<file path="src/rtl/cs_pkg.sv">
package cs_pkg;
  localparam int TAG_W   = 10;
  localparam int WORD_W  = 16;
  localparam int STOP_W  = 14;
  localparam int EN_BIT  = 10;
  localparam int IST_BIT = 11;
  localparam int IO_BIT  = 12;
  localparam int RDY_BIT = 13;
  localparam int MEM_LO  = 10;
  localparam int IO_LO   = 6;
  localparam logic [TAG_W-1:0] TAG_TOP = '1;
endpackage

</file>
<file path="src/rtl/cs_regfile.sv">
module cs_regfile
  import cs_pkg::*;
#(
  parameter int NCH      = 10,
  parameter int IDX_W    = 4,
  parameter int UPPER_CH = 0
) (
  input  logic                        clk,
  input  logic                        rst,
  input  logic                        we,
  input  logic [IDX_W-1:0]            idx,
  input  logic                        sel,
  input  logic [WORD_W-1:0]           wdata,
  output logic [WORD_W-1:0]           rdata,
  output logic [NCH-1:0][TAG_W-1:0]   start_o,
  output logic [NCH-1:0][TAG_W-1:0]   stop_o,
  output logic [NCH-1:0]              en_o,
  output logic [NCH-1:0]              ist_o,
  output logic [NCH-1:0]              io_o
);
  localparam int PAD_START = WORD_W - TAG_W;
  localparam int PAD_STOP  = WORD_W - STOP_W;

  logic [NCH-1:0][TAG_W-1:0]  start_q;
  logic [NCH-1:0][STOP_W-1:0] stop_q;

  for (genvar c = 0; c < NCH; c++) begin : g_ch
    localparam logic [TAG_W-1:0]  START_RST = (c == UPPER_CH) ? TAG_TOP : '0;
    localparam logic [STOP_W-1:0] STOP_RST  = (c == UPPER_CH) ?
      STOP_W'((1 << IST_BIT) | (1 << EN_BIT) | int'(TAG_TOP)) : STOP_W'(TAG_TOP);
    logic hit_idx;
    assign hit_idx = we && (idx == IDX_W'(c));

    always_ff @(posedge clk) begin
      if (rst) begin
        start_q[c] <= START_RST;
        stop_q[c]  <= STOP_RST;
      end else if (hit_idx) begin
        if (sel) stop_q[c]  <= wdata[STOP_W-1:0];
        else     start_q[c] <= wdata[TAG_W-1:0];
      end
    end

    assign start_o[c] = start_q[c];
    assign stop_o[c]  = stop_q[c][TAG_W-1:0];
    assign en_o[c]    = stop_q[c][EN_BIT];
    assign ist_o[c]   = stop_q[c][IST_BIT];
    assign io_o[c]    = stop_q[c][IO_BIT];
  end

  logic [WORD_W-1:0] rd_next;
  always_comb begin
    rd_next = '0;
    if (int'(idx) < NCH) begin
      if (sel) rd_next = {{PAD_STOP{1'b0}}, stop_q[idx]};
      else     rd_next = {{PAD_START{1'b0}}, start_q[idx]};
    end
  end

  always_ff @(posedge clk) begin
    if (rst) rdata <= '0;
    else     rdata <= rd_next;
  end
endmodule

</file>
<file path="src/rtl/cs_window.sv">
module cs_window
  import cs_pkg::*;
(
  input  logic             cyc_io,
  input  logic [TAG_W-1:0] tag,
  input  logic [TAG_W-1:0] start_tag,
  input  logic [TAG_W-1:0] stop_tag,
  input  logic             en,
  input  logic             ist,
  input  logic             io_type,
  output logic             hit
);
  logic above_start, below_stop;
  assign above_start = (tag >= start_tag);
  assign below_stop  = ist || (tag < stop_tag);
  assign hit = en && (io_type == cyc_io) && above_start && below_stop;
endmodule

</file>
<file path="src/rtl/csdec_top.sv">
module csdec_top
  import cs_pkg::*;
#(
  parameter int NCH      = 10,
  parameter int IDX_W    = 4,
  parameter int ADDR_W   = 20,
  parameter int UPPER_CH = 0
) (
  input  logic              clk,
  input  logic              rst,
  input  logic              reg_we,
  input  logic [IDX_W-1:0]  reg_idx,
  input  logic              reg_sel,
  input  logic [15:0]       reg_wdata,
  output logic [15:0]       reg_rdata,
  input  logic              bus_valid,
  input  logic              bus_io,
  input  logic [ADDR_W-1:0] bus_addr,
  output logic [NCH-1:0]    cs_n
);
  logic [NCH-1:0][TAG_W-1:0] ch_start, ch_stop;
  logic [NCH-1:0]            ch_en, ch_ist, ch_io, ch_hit;
  logic [TAG_W-1:0]          tag_mem, tag_io, tag;
  logic                      unused_low;

  cs_regfile #(.NCH(NCH), .IDX_W(IDX_W), .UPPER_CH(UPPER_CH)) u_regs (
    .clk(clk), .rst(rst), .we(reg_we), .idx(reg_idx), .sel(reg_sel),
    .wdata(reg_wdata), .rdata(reg_rdata),
    .start_o(ch_start), .stop_o(ch_stop),
    .en_o(ch_en), .ist_o(ch_ist), .io_o(ch_io)
  );

  assign tag_mem    = bus_addr[MEM_LO +: TAG_W];
  assign tag_io     = bus_addr[IO_LO +: TAG_W];
  assign tag        = bus_io ? tag_io : tag_mem;
  assign unused_low = ^bus_addr[IO_LO-1:0];

  for (genvar c = 0; c < NCH; c++) begin : g_win
    cs_window u_win (
      .cyc_io(bus_io), .tag(tag),
      .start_tag(ch_start[c]), .stop_tag(ch_stop[c]),
      .en(ch_en[c]), .ist(ch_ist[c]), .io_type(ch_io[c]),
      .hit(ch_hit[c])
    );
  end

  always_ff @(posedge clk) begin
    if (rst)            cs_n <= '1;
    else if (bus_valid) cs_n <= ~ch_hit;
    else                cs_n <= '1;
  end
endmodule

</file>
<file path="config.mk">
export PLATFORM = sky130hd
export DESIGN_NAME = csdec_top
export DESIGN_NICKNAME = d
export VERILOG_FILES = /design/src/rtl/cs_pkg.sv /design/src/rtl/cs_regfile.sv /design/src/rtl/cs_window.sv /design/src/rtl/csdec_top.sv
export SDC_FILE = /design/constraint.sdc
export NUM_CORES = 1
export LEC_CHECK = 0
export CORE_ASPECT_RATIO = 0.7
export CORE_MARGIN = 1.5
export CORE_UTILIZATION = 35
export CTS_BUF_LIST = sky130_fd_sc_hd__clkbuf_8
export DETAILED_ROUTE_END_ITERATION = 7
export GPL_ROUTABILITY_DRIVEN = 0
export GPL_TIMING_DRIVEN = 1
export MAX_ROUTING_LAYER = met4
export SLEW_MARGIN = 20
export SYNTH_ARGS = -nofsm -noshare
export SYNTH_HDL_FRONTEND = slang
export SYNTH_SLANG_ARGS = --single-unit
</file>
<file path="constraint.sdc">
create_clock -name clk -period 4.25 [get_ports clk]
set_input_delay 0.85 -clock clk [delete_from_list [all_inputs] [get_ports clk]]
set_output_delay 0.85 -clock clk [all_outputs]
set_load 0.05 [all_outputs]
</file>
Yosys cells after proc, flatten, opt, wreduce, memory -nomap -nowiden
Cells that the tools add are included.

word-level totals
  input port bits = 46
  output and inout bits = 26
  logic and storage cells = 148
  register bits = 266

cells by class
  reduce and logical (&&, ||, !) cells = 74
  multiplexer cells = 6
  bitwise logic cells = 4
  order comparisons = 22
  equal/unequal tests = 19

operators by type and width
  kind                                                        number
  >= comparator 10 bit                                        10
  less-than comparator 10 bit                                 10
  binary-select mux 14 bit (select 4 bit)                     1
  binary-select mux 10 bit (select 4 bit)                     1
  logical AND 1 bit                                           40
  AND reduction 2 bit                                         20
  two-way mux 10 bit                                          3
  equality test 4 x 3 -> 1 bit, second input constant         4
  two-way mux 14 bit                                          1
  equality test 1 bit                                         10
  logical OR 1 bit                                            10
  inverter 10 bit                                             1
  equality test 4 x 2 -> 1 bit, second input constant         2
  equality test 4 bit, second input constant                  2
  less-than comparator 4 x 5 -> 1 bit, second input constant  1
  equality test 4 x 1 -> 1 bit, second input constant         1
  zero test 4 bit                                             1
  less-than comparator 4 bit, second input constant           1
  OR reduction 2 bit                                          2
  inverter 1 bit                                              3
  OR reduction 3 bit                                          1

Logic depth before layout (Yosys ltp)
Gate-level depths: netlist of the first run.

  depth after elaboration = 5
  gate-level depth with buffers = 9
  gate-level depth less buffers = 7

Modules after synthesis
A second synthesis of the first run with hierarchy kept.

unflattened totals
  cell total of the unflattened synthesis = 2102
  area, all modules = 17301.6 µm²

modules (own cells, without submodules)
  module                          cells an instance  seq. area each (µm²)  area an instance (µm²)  times used
  cs_regfile                      1400               5084.9                11852.6                 1
  cs_window (g_win[0].u_win ...)  67                 0.0                   499.2                   8
  cs_window (g_win[8].u_win ...)  67                 0.0                   506.7                   2
  csdec_top                       32                 200.2                 441.7                   1

Worst setup path before layout of the first run
Ideal clock, no wire load.

  path type = input to register
  from = input bus_io
  to = register cs_n[2]
  path buffers = 2
  data required time = 4.116 ns
  arrival time = 3.111 ns
  cell stages on the path = 9
  setup time = 0.134 ns
  path slack = 1.005 ns
  cell sequence = buf_2 buf_2 mux2_2 ha_1 a21oi_1 nor2_1 a211oi_1 a211oi_1 or4_1

on the way
  word-level cells in the longest chain between the ends = 5
  elaborated cells between the ends (all ways) = 9
  classes of those cells = 2 x order compare; 1 x eq/ne; 1 x mux; 1 x bitwise; 4 x reduce/logical

ends and longest elaborated chain
  item                                                       line                              source
  start: declaration                                         csdec_top.sv:17                   input logic bus_io,
  two-way mux 10 bit or equality test 1 bit (tied branches)  csdec_top.sv:35, cs_window.sv:16
  >= comparator 10 bit (tied with other cells)               cs_window.sv:14                   assign above_start = (tag >= start_tag);
  logical AND 1 bit or logical OR 1 bit (tied branches)      cs_window.sv:16, cs_window.sv:15
  logical AND 1 bit (*)                                      cs_window.sv:16                   assign hit = en && (io_type == cyc_io) && above_start && below_stop;
  inverter 10 bit (*)                                        csdec_top.sv:49                   else if (bus_valid) cs_n <= ~ch_hit;
  end signal: assignment                                     csdec_top.sv:49
  end: declaration                                           csdec_top.sv:19                   output logic [NCH-1:0] cs_n

Every way passes the cells marked *; elsewhere a longest branch is shown, timed or not.
A chain may end at the register's enable or synchronous reset.

Worst setup path after layout of the first run
  from = input bus_io
  to = register cs_n[5]

Same word-level chain as after synthesis.

==> impl_results.md, run 1 <==
- Outcome: completed
- Hold Vio Cnt, Final: 0
- Yosys top cell by area: dfxtp_1
- Top cell types by occurrence after synthesis: dfxtp_1, nand2_1, ha_1
- Most used DFF post-synth: dfxtp_1
- Worst vdd ir: roughly 0.15 mV
- Nets@finish: around 2.1k
- Starting DRC count in detailed routing: around 1.4k
- RSZ-0062 raised after global routing: false
- Dpl cell area: roughly 0.017 sq mm
- Global-route wire length before repair: between 70000 and 80000 um
- Port-buffer cells: between 60 and 70
- Critical Path AT: between 3 and 4 ns
- Initial DRT Pass Iterations: 5
- Power Density: 312 mW/mm^2
- DRC: 0
- Die W: between 200 and 300 um
- Ys async rst share: 0%
- Worst Path Required: 4.76 ns
- Final wirelength: ~53000 um
- Total area of sequential cells: between 0.005 and 0.006 sq mm
- GRT overflow: 0
- Post-Syn Instances: between 1.5k and 2k
- CTS Buf Count: 43
- Area share of the largest cell type after synthesis: 33.3%
- Pin count of the biggest net entering global routing: around 100
- Vias in the first global route: 12.8k
- Via count: ~14k
- Number of synthesized flops with an enable pin: 0
- Gr usage total: a little under a quarter
- Achievable Freq: approximately 300 MHz
- Worst-Margin Slew: roughly 0.86 ns
- CP Class: in2reg
- Initial antenna violation count: 1
- Die Ht: 181 um
- Synth Warn #: 0
- Clock Sinks: around 260
- Relative slew slack: 42.5%
- Via-to-Cell Ratio: between 5 and 6
- Io pins: between 70 and 80
- Post-DRT Antenna Nets: 0
- Setup Skew: roughly 0.026 ns
- Clock Tree Root: clkbuf_8
- Post-synthesis sequential area ratio: approximately a third
- Static Leak: 7.84 nW
- CTS H-tree lvls: 2
- WL/cell: 21.2 um
- Max-cap violations: 0
- Fillers: about 4.5k
- Seq cells post-synth: 264
- Layout cell share with drive strength beyond 1: about a tenth
- Final setup violation count: 0
- Clk pin slew, worst setup/hold paths: roughly 0.06 ns
- Area grow syn2layout: 14.0%
- CTS tree: done
- Tmin final: 3.32 ns
- Top post-synthesis cells by area: dfxtp_1, ha_1, mux4_2
- Die ar.: between 0.04 and 0.05 sq mm
- Initial core utilization: 35.3%
- Count leader, synth: dfxtp_1
- Hold crit path type: reg2reg
- CP endpoint kind: flop
- Netlist cell types: just over 50
- Hold Path Stages: 2
- DPL Wire Length: roughly 37000 um
- Startpoint Class: input port
- Multi-input combinational cell area: 0.00933 sq mm
- Worst reg2reg path depth: 7
- Cell Area, Synth: approximately 0.016 sq mm
- Setup TNS: 0 ns
- Max clock buf depth: 3
- Post-CTS Setup Bufs: 0
- Period Utilization, post-route: about four fifths
- Clock latency on the worst-skew pair: around 0.6 ns
- Fin. max-slew vios: 0
- Final instance area: about 0.018 sq mm
- Number of buffers inserted by hold repair at cts: 0
- Crit-path max FO: 20
- Post-cts resize count: 0
- Core Box Area: between 0.04 and 0.05 sq mm
- Mapped Avg Cell Area: just under 9 sq um
- FP Rows: 65
[layout by cell type (no fill, tap or decap), types with 13 or more instances in the layout]
cell type,synthesis,routed
a221oi_1,13,13
o21ai_0,67,67
mux4_2,48,48
ha_1,190,190
mux2i_1,99,98
a21oi_1,134,134
nand2_1,223,223
a21o_1,28,28
nand4_1,18,18
inv_1,189,201
o22ai_1,14,14
nor2_1,174,173
o211ai_1,55,55
buf_4,9,56
a211o_1,14,14
clkdlybuf4s50_1,0,56
nand3_1,66,66
dfxtp_1,264,264
a211oi_1,19,19
clkbuf_8,0,57
[through the flow]
stage / std cells / setup WS, ns / util [%] / hold WS [ns] / total power, mW
3_3_place_gp: 2436 / 0.391 / 38.2 / 0.444 / 3.31
6_report: 2512 / 0.934 / 40.2 / 0.455 / 5.63
2_1_floorplan: 1827 / 1.01 / - / 0.433 / 3.04
4_1_cts: 2510 / 1.01 / 40.2 / 0.457 / 5.65
5_1_grt: 2512 / 0.874 / 40.2 / 0.479 / 5.85
3_5_place_dp: 2436 / 0.398 / 38.2 / 0.448 / 3.33
[registers in the layout, summed over array words and instances (netlist names)]
register	flops
u_regs.io_o	10
cs_n	10
u_regs.en_o	10
u_regs.stop_o	100
u_regs.stop_q	10
u_regs.rdata	14
u_regs.ist_o	10
u_regs.start_o	100
[routing by layer]
| metal | GRT usage, % | routed length [um] | vias up | part of all wire [%] |
|---|---|---|---|---|
| li1 | - | - | 6477 | - |
| met1 | 33.7 | 25600 | 6608 | 48 |
| met2 | 30.2 | 20800 | 603 | 39 |
| met3 | 6.68 | 5620 | 71 | 11 |
| met4 | 5.92 | 1150 | 0 | 2.2 |
| met5 | - | 0 | - | 0 |
[cell families (layout without fill, tap and decap cells)]
logic type      count (synthesis)  in the layout  share of synthesized area [%]
other cells                     1              3                         0.0237
fa+ha+maj                     190            190                           15.0
compound gates                375            375                           14.7
simple gates                  528            528                           14.7
xor+xnor                       10             10                          0.552
flops                         264            264                           33.3
buf+inv                       302            383                           7.89
mux                           156            156                           13.7
[critical path: stages]
cell             delay, ns
clkdlybuf4s50_1       0.46
buf_4                 0.20
mux2_2                0.74
ha_1                  0.38
a211o_1               0.25
a21oi_1               0.10
o21ai_0               0.11
a221oi_1              0.39
buf_4                 0.19
a311o_1               0.12
[where the power goes]
group	internal, mW	total (mW)	switching, mW
sequential	2.50	2.52	0.0175
clock	1.25	2.34	1.09
combinational	0.275	0.777	0.502
[final timing paths]
check                                  startpoint                end  slack (ns)
worst min-delay path            u_regs.stop_q[27]  u_regs.stop_q[27]        0.46
worst min register to register  u_regs.stop_q[27]  u_regs.stop_q[27]        0.46
worst max-delay path                       bus_io            cs_n[5]        0.93
worst max register to register  u_regs.stop_o[23]            cs_n[2]        2.18
[layout make-up]
type / instances / share of cell area [%]
Multi-Input combinational cell: 1261 / 51.7
Clock buffer: 57 / 4.34
Sequential cell: 264 / 29.3
Antenna cell: 1 / 0.0139
Clock inverter: 17 / 0.519
Tap cell: 603 / 4.18
Timing Repair Buffer: 120 / 6.11
Inverter: 189 / 3.93
(Power assumes the default switching activity.)
==> run 2, diff against run 1 <==
- clock period: 4.25 -> 3.17 ns (I/O delays scaled with it)
==> impl_results.md, run 2 (same netlist as run 1, synthesis figures left out) <==
- Most frequent cells in the layout: dfxtp_1, nand2_1, inv_1, ha_1, nor2_1
- Sequential power share: a little over two fifths
- Fin. max-slew vios: 0
- Initial antenna violation count: 0
- Total area of sequential cells: between 0.005 and 0.006 sq mm
- Vias in the first global route: between 10k and 15k
- Final wirelength: roughly 54000 um
- Via count: about 14k
- GRT overflow: 0
- Fillers: 4404
- Outcome: completed
- Post-CTS Setup Bufs: 0
- Global-route wire length before repair: a little over 80000 um
- Final instance area: 0.0187 sq mm
- DRC: 0
- Crit Reg-Reg Startpoint: u_regs.start_o[43]
- Clock latency on the worst-skew pair: 0.61 ns
- Startpoint Class: input port
- Pin count of the biggest net entering global routing: 104
- Worst R2R End: cs_n[4]
- Net Switching: around 2.2 mW
- Dpl cell area: 0.0177 sq mm
- Final design utilization: between 40 and 50%
- Port-buffer cells: just over 60
- Static Leak: between 8 and 9 nW
- Hold Vio Cnt, Final: 0
- Io pins: 72
- Comb pwr share: roughly 14%
- Nets@finish: between 2k and 2.5k
- Period Utilization, post-route: between 90% and 100%
- WHS Endpoint: u_regs.start_o[26]
- Power after layout: ~7.8 mW
- Slowest cell on the critical path: mux2_2
- Dpl ws: -0.266 ns
- Commonest non-fill, non-tap cell in the layout: dfxtp_1
- Multi-input combinational cell area: between 0.009 and 0.01 sq mm
- Max clock buf depth: 3
- Die ar.: approximately 0.047 sq mm
- Achievable Freq: 348 MHz
- Worst Path Required: approximately 3.7 ns
- Die W: roughly 260 um
- CTS Buf Count: 43
- Initial DRT Pass Iterations: 7
- WP depth: 10
- Final worst slack: around 0.30 ns
- Final setup violation count: 0
- Worst vdd ir: around 0.24 mV
- Hold crit path type: in2reg
- Via-to-Cell Ratio: between 5 and 6
- CP endpoint kind: flop
- Worst path max stage delay: 0.54 ns
- CTS tree: done
- RSZ-0062 raised after global routing: false
- Power Density: between 400 and 500 mW/mm^2
- Pint: approximately 5.6 mW
- Post-cts resize count: 0
- Clock Tree Root: clkbuf_8
- Worst-Margin Slew: ~1.1 ns
- CP delay by family, top: compound AO/OA/AOI/OAI gates
- Clock share of power: 42.6%
- CTS H-tree lvls: 2
- Area grow syn2layout: 17.7%
- Layout cell share with drive strength beyond 1: 13.2%
- Post-DRT Antenna Nets: 0
- Max-cap violations: 0
- Die Ht: around 180 um
- FP Rows: 65
- DPL Wire Length: between 30000 and 40000 um
- Tmin final: between 2 and 3 ns
- Setup Skew: approximately 0.02 ns
- WL/cell: about 21 um
- R2R setup slack: 1.17 ns
- Hold Path Stages: 2
- Starting DRC count in detailed routing: about 1.3k
- CP Buf/Inv Count: 3
- Net switching fraction of the power: between 20 and 30%
- Number of buffers inserted by hold repair at cts: 0
- Clock Sinks: 264
- Cell breakdown of the critical path: clkdlybuf4s50_1 -> buf_12 -> mux2_2 -> ha_1 -> a211o_1 -> a21oi_1 -> o21ai_0 -> a221oi_1 -> buf_4 -> a311o_1
- Relative slew slack: approximately 28%
- Critical Path AT: around 3.4 ns
- Clk pin slew, worst setup/hold paths: ~0.080 ns
- Core Box Area: 0.0449 sq mm
- Initial core utilization: 35.3%
- Hold_sp: rst
- ANT cells: 0
- Worst reg2reg path depth: 8
- CP Class: in2reg
- Crit-path max FO: 10
- Gr usage total: 23.6%
## run 2: cell types whose count changed in the layout (fill, tap and decap cells not counted), sizes merged
cell / change
inv: -3
buf: +50
clkbuf: -5
clkinvlp: +4
clkdlybuf4s50: +2
clkinv: +3
diode: -1
bufinv: +3
## run 2: layer usage
layer | share of wire (%) | routed length [um] | GRT usage, %
met1 | 48 | 25800 | 34.4
met2 | 40 | 21300 | 32.0
met5 | 0 | 0 | -
met4 | 2.0 | 1050 | 5.36
met3 | 11 | 5680 | 6.06
## run 2: power groups by stage
stage	clock, mW	combinational [mW]	sequential [mW]
3_3_place_gp	0	1.07	3.45
3_5_place_dp	0	1.10	3.45
4_1_cts	3.39	1.11	3.38
5_1_grt	3.55	1.21	3.38
6_report	3.35	1.13	3.38
2_1_floorplan	0	0.604	3.47
## run 2: worst max-delay path by stage
stage	from	endpoint	slack, ns
2_1_floorplan	bus_io	cs_n[2]	0.14
3_3_place_gp	bus_io	cs_n[7]	-0.25
3_5_place_dp	bus_io	cs_n[4]	-0.27
4_1_cts	bus_io	cs_n[4]	0.35
5_1_grt	bus_io	cs_n[3]	0.22
6_report	bus_io	cs_n[4]	0.30
## run 2: per-stage QoR
| step | std cells | hold WS, ns | setup TNS, ns |
|---|---|---|---|
| after floorplan | 1827 | 0.433 | 0 |
| after global placement | 2489 | 0.444 | -1.93 |
| after detailed placement | 2489 | 0.446 | -2.18 |
| after CTS | 2565 | 0.433 | 0 |
| after global routing | 2565 | 0.455 | 0 |
| final | 2565 | 0.450 | 0 |
## run 2: final cells by class
cell class                      count  area share, %
Sequential cell                   264           28.3
Clock inverter                     24           1.19
Tap cell                          603           4.04
Multi-Input combinational cell   1261           50.0
Clock buffer                       52           3.84
Inverter                          189           3.80
Timing Repair Buffer              172           8.76
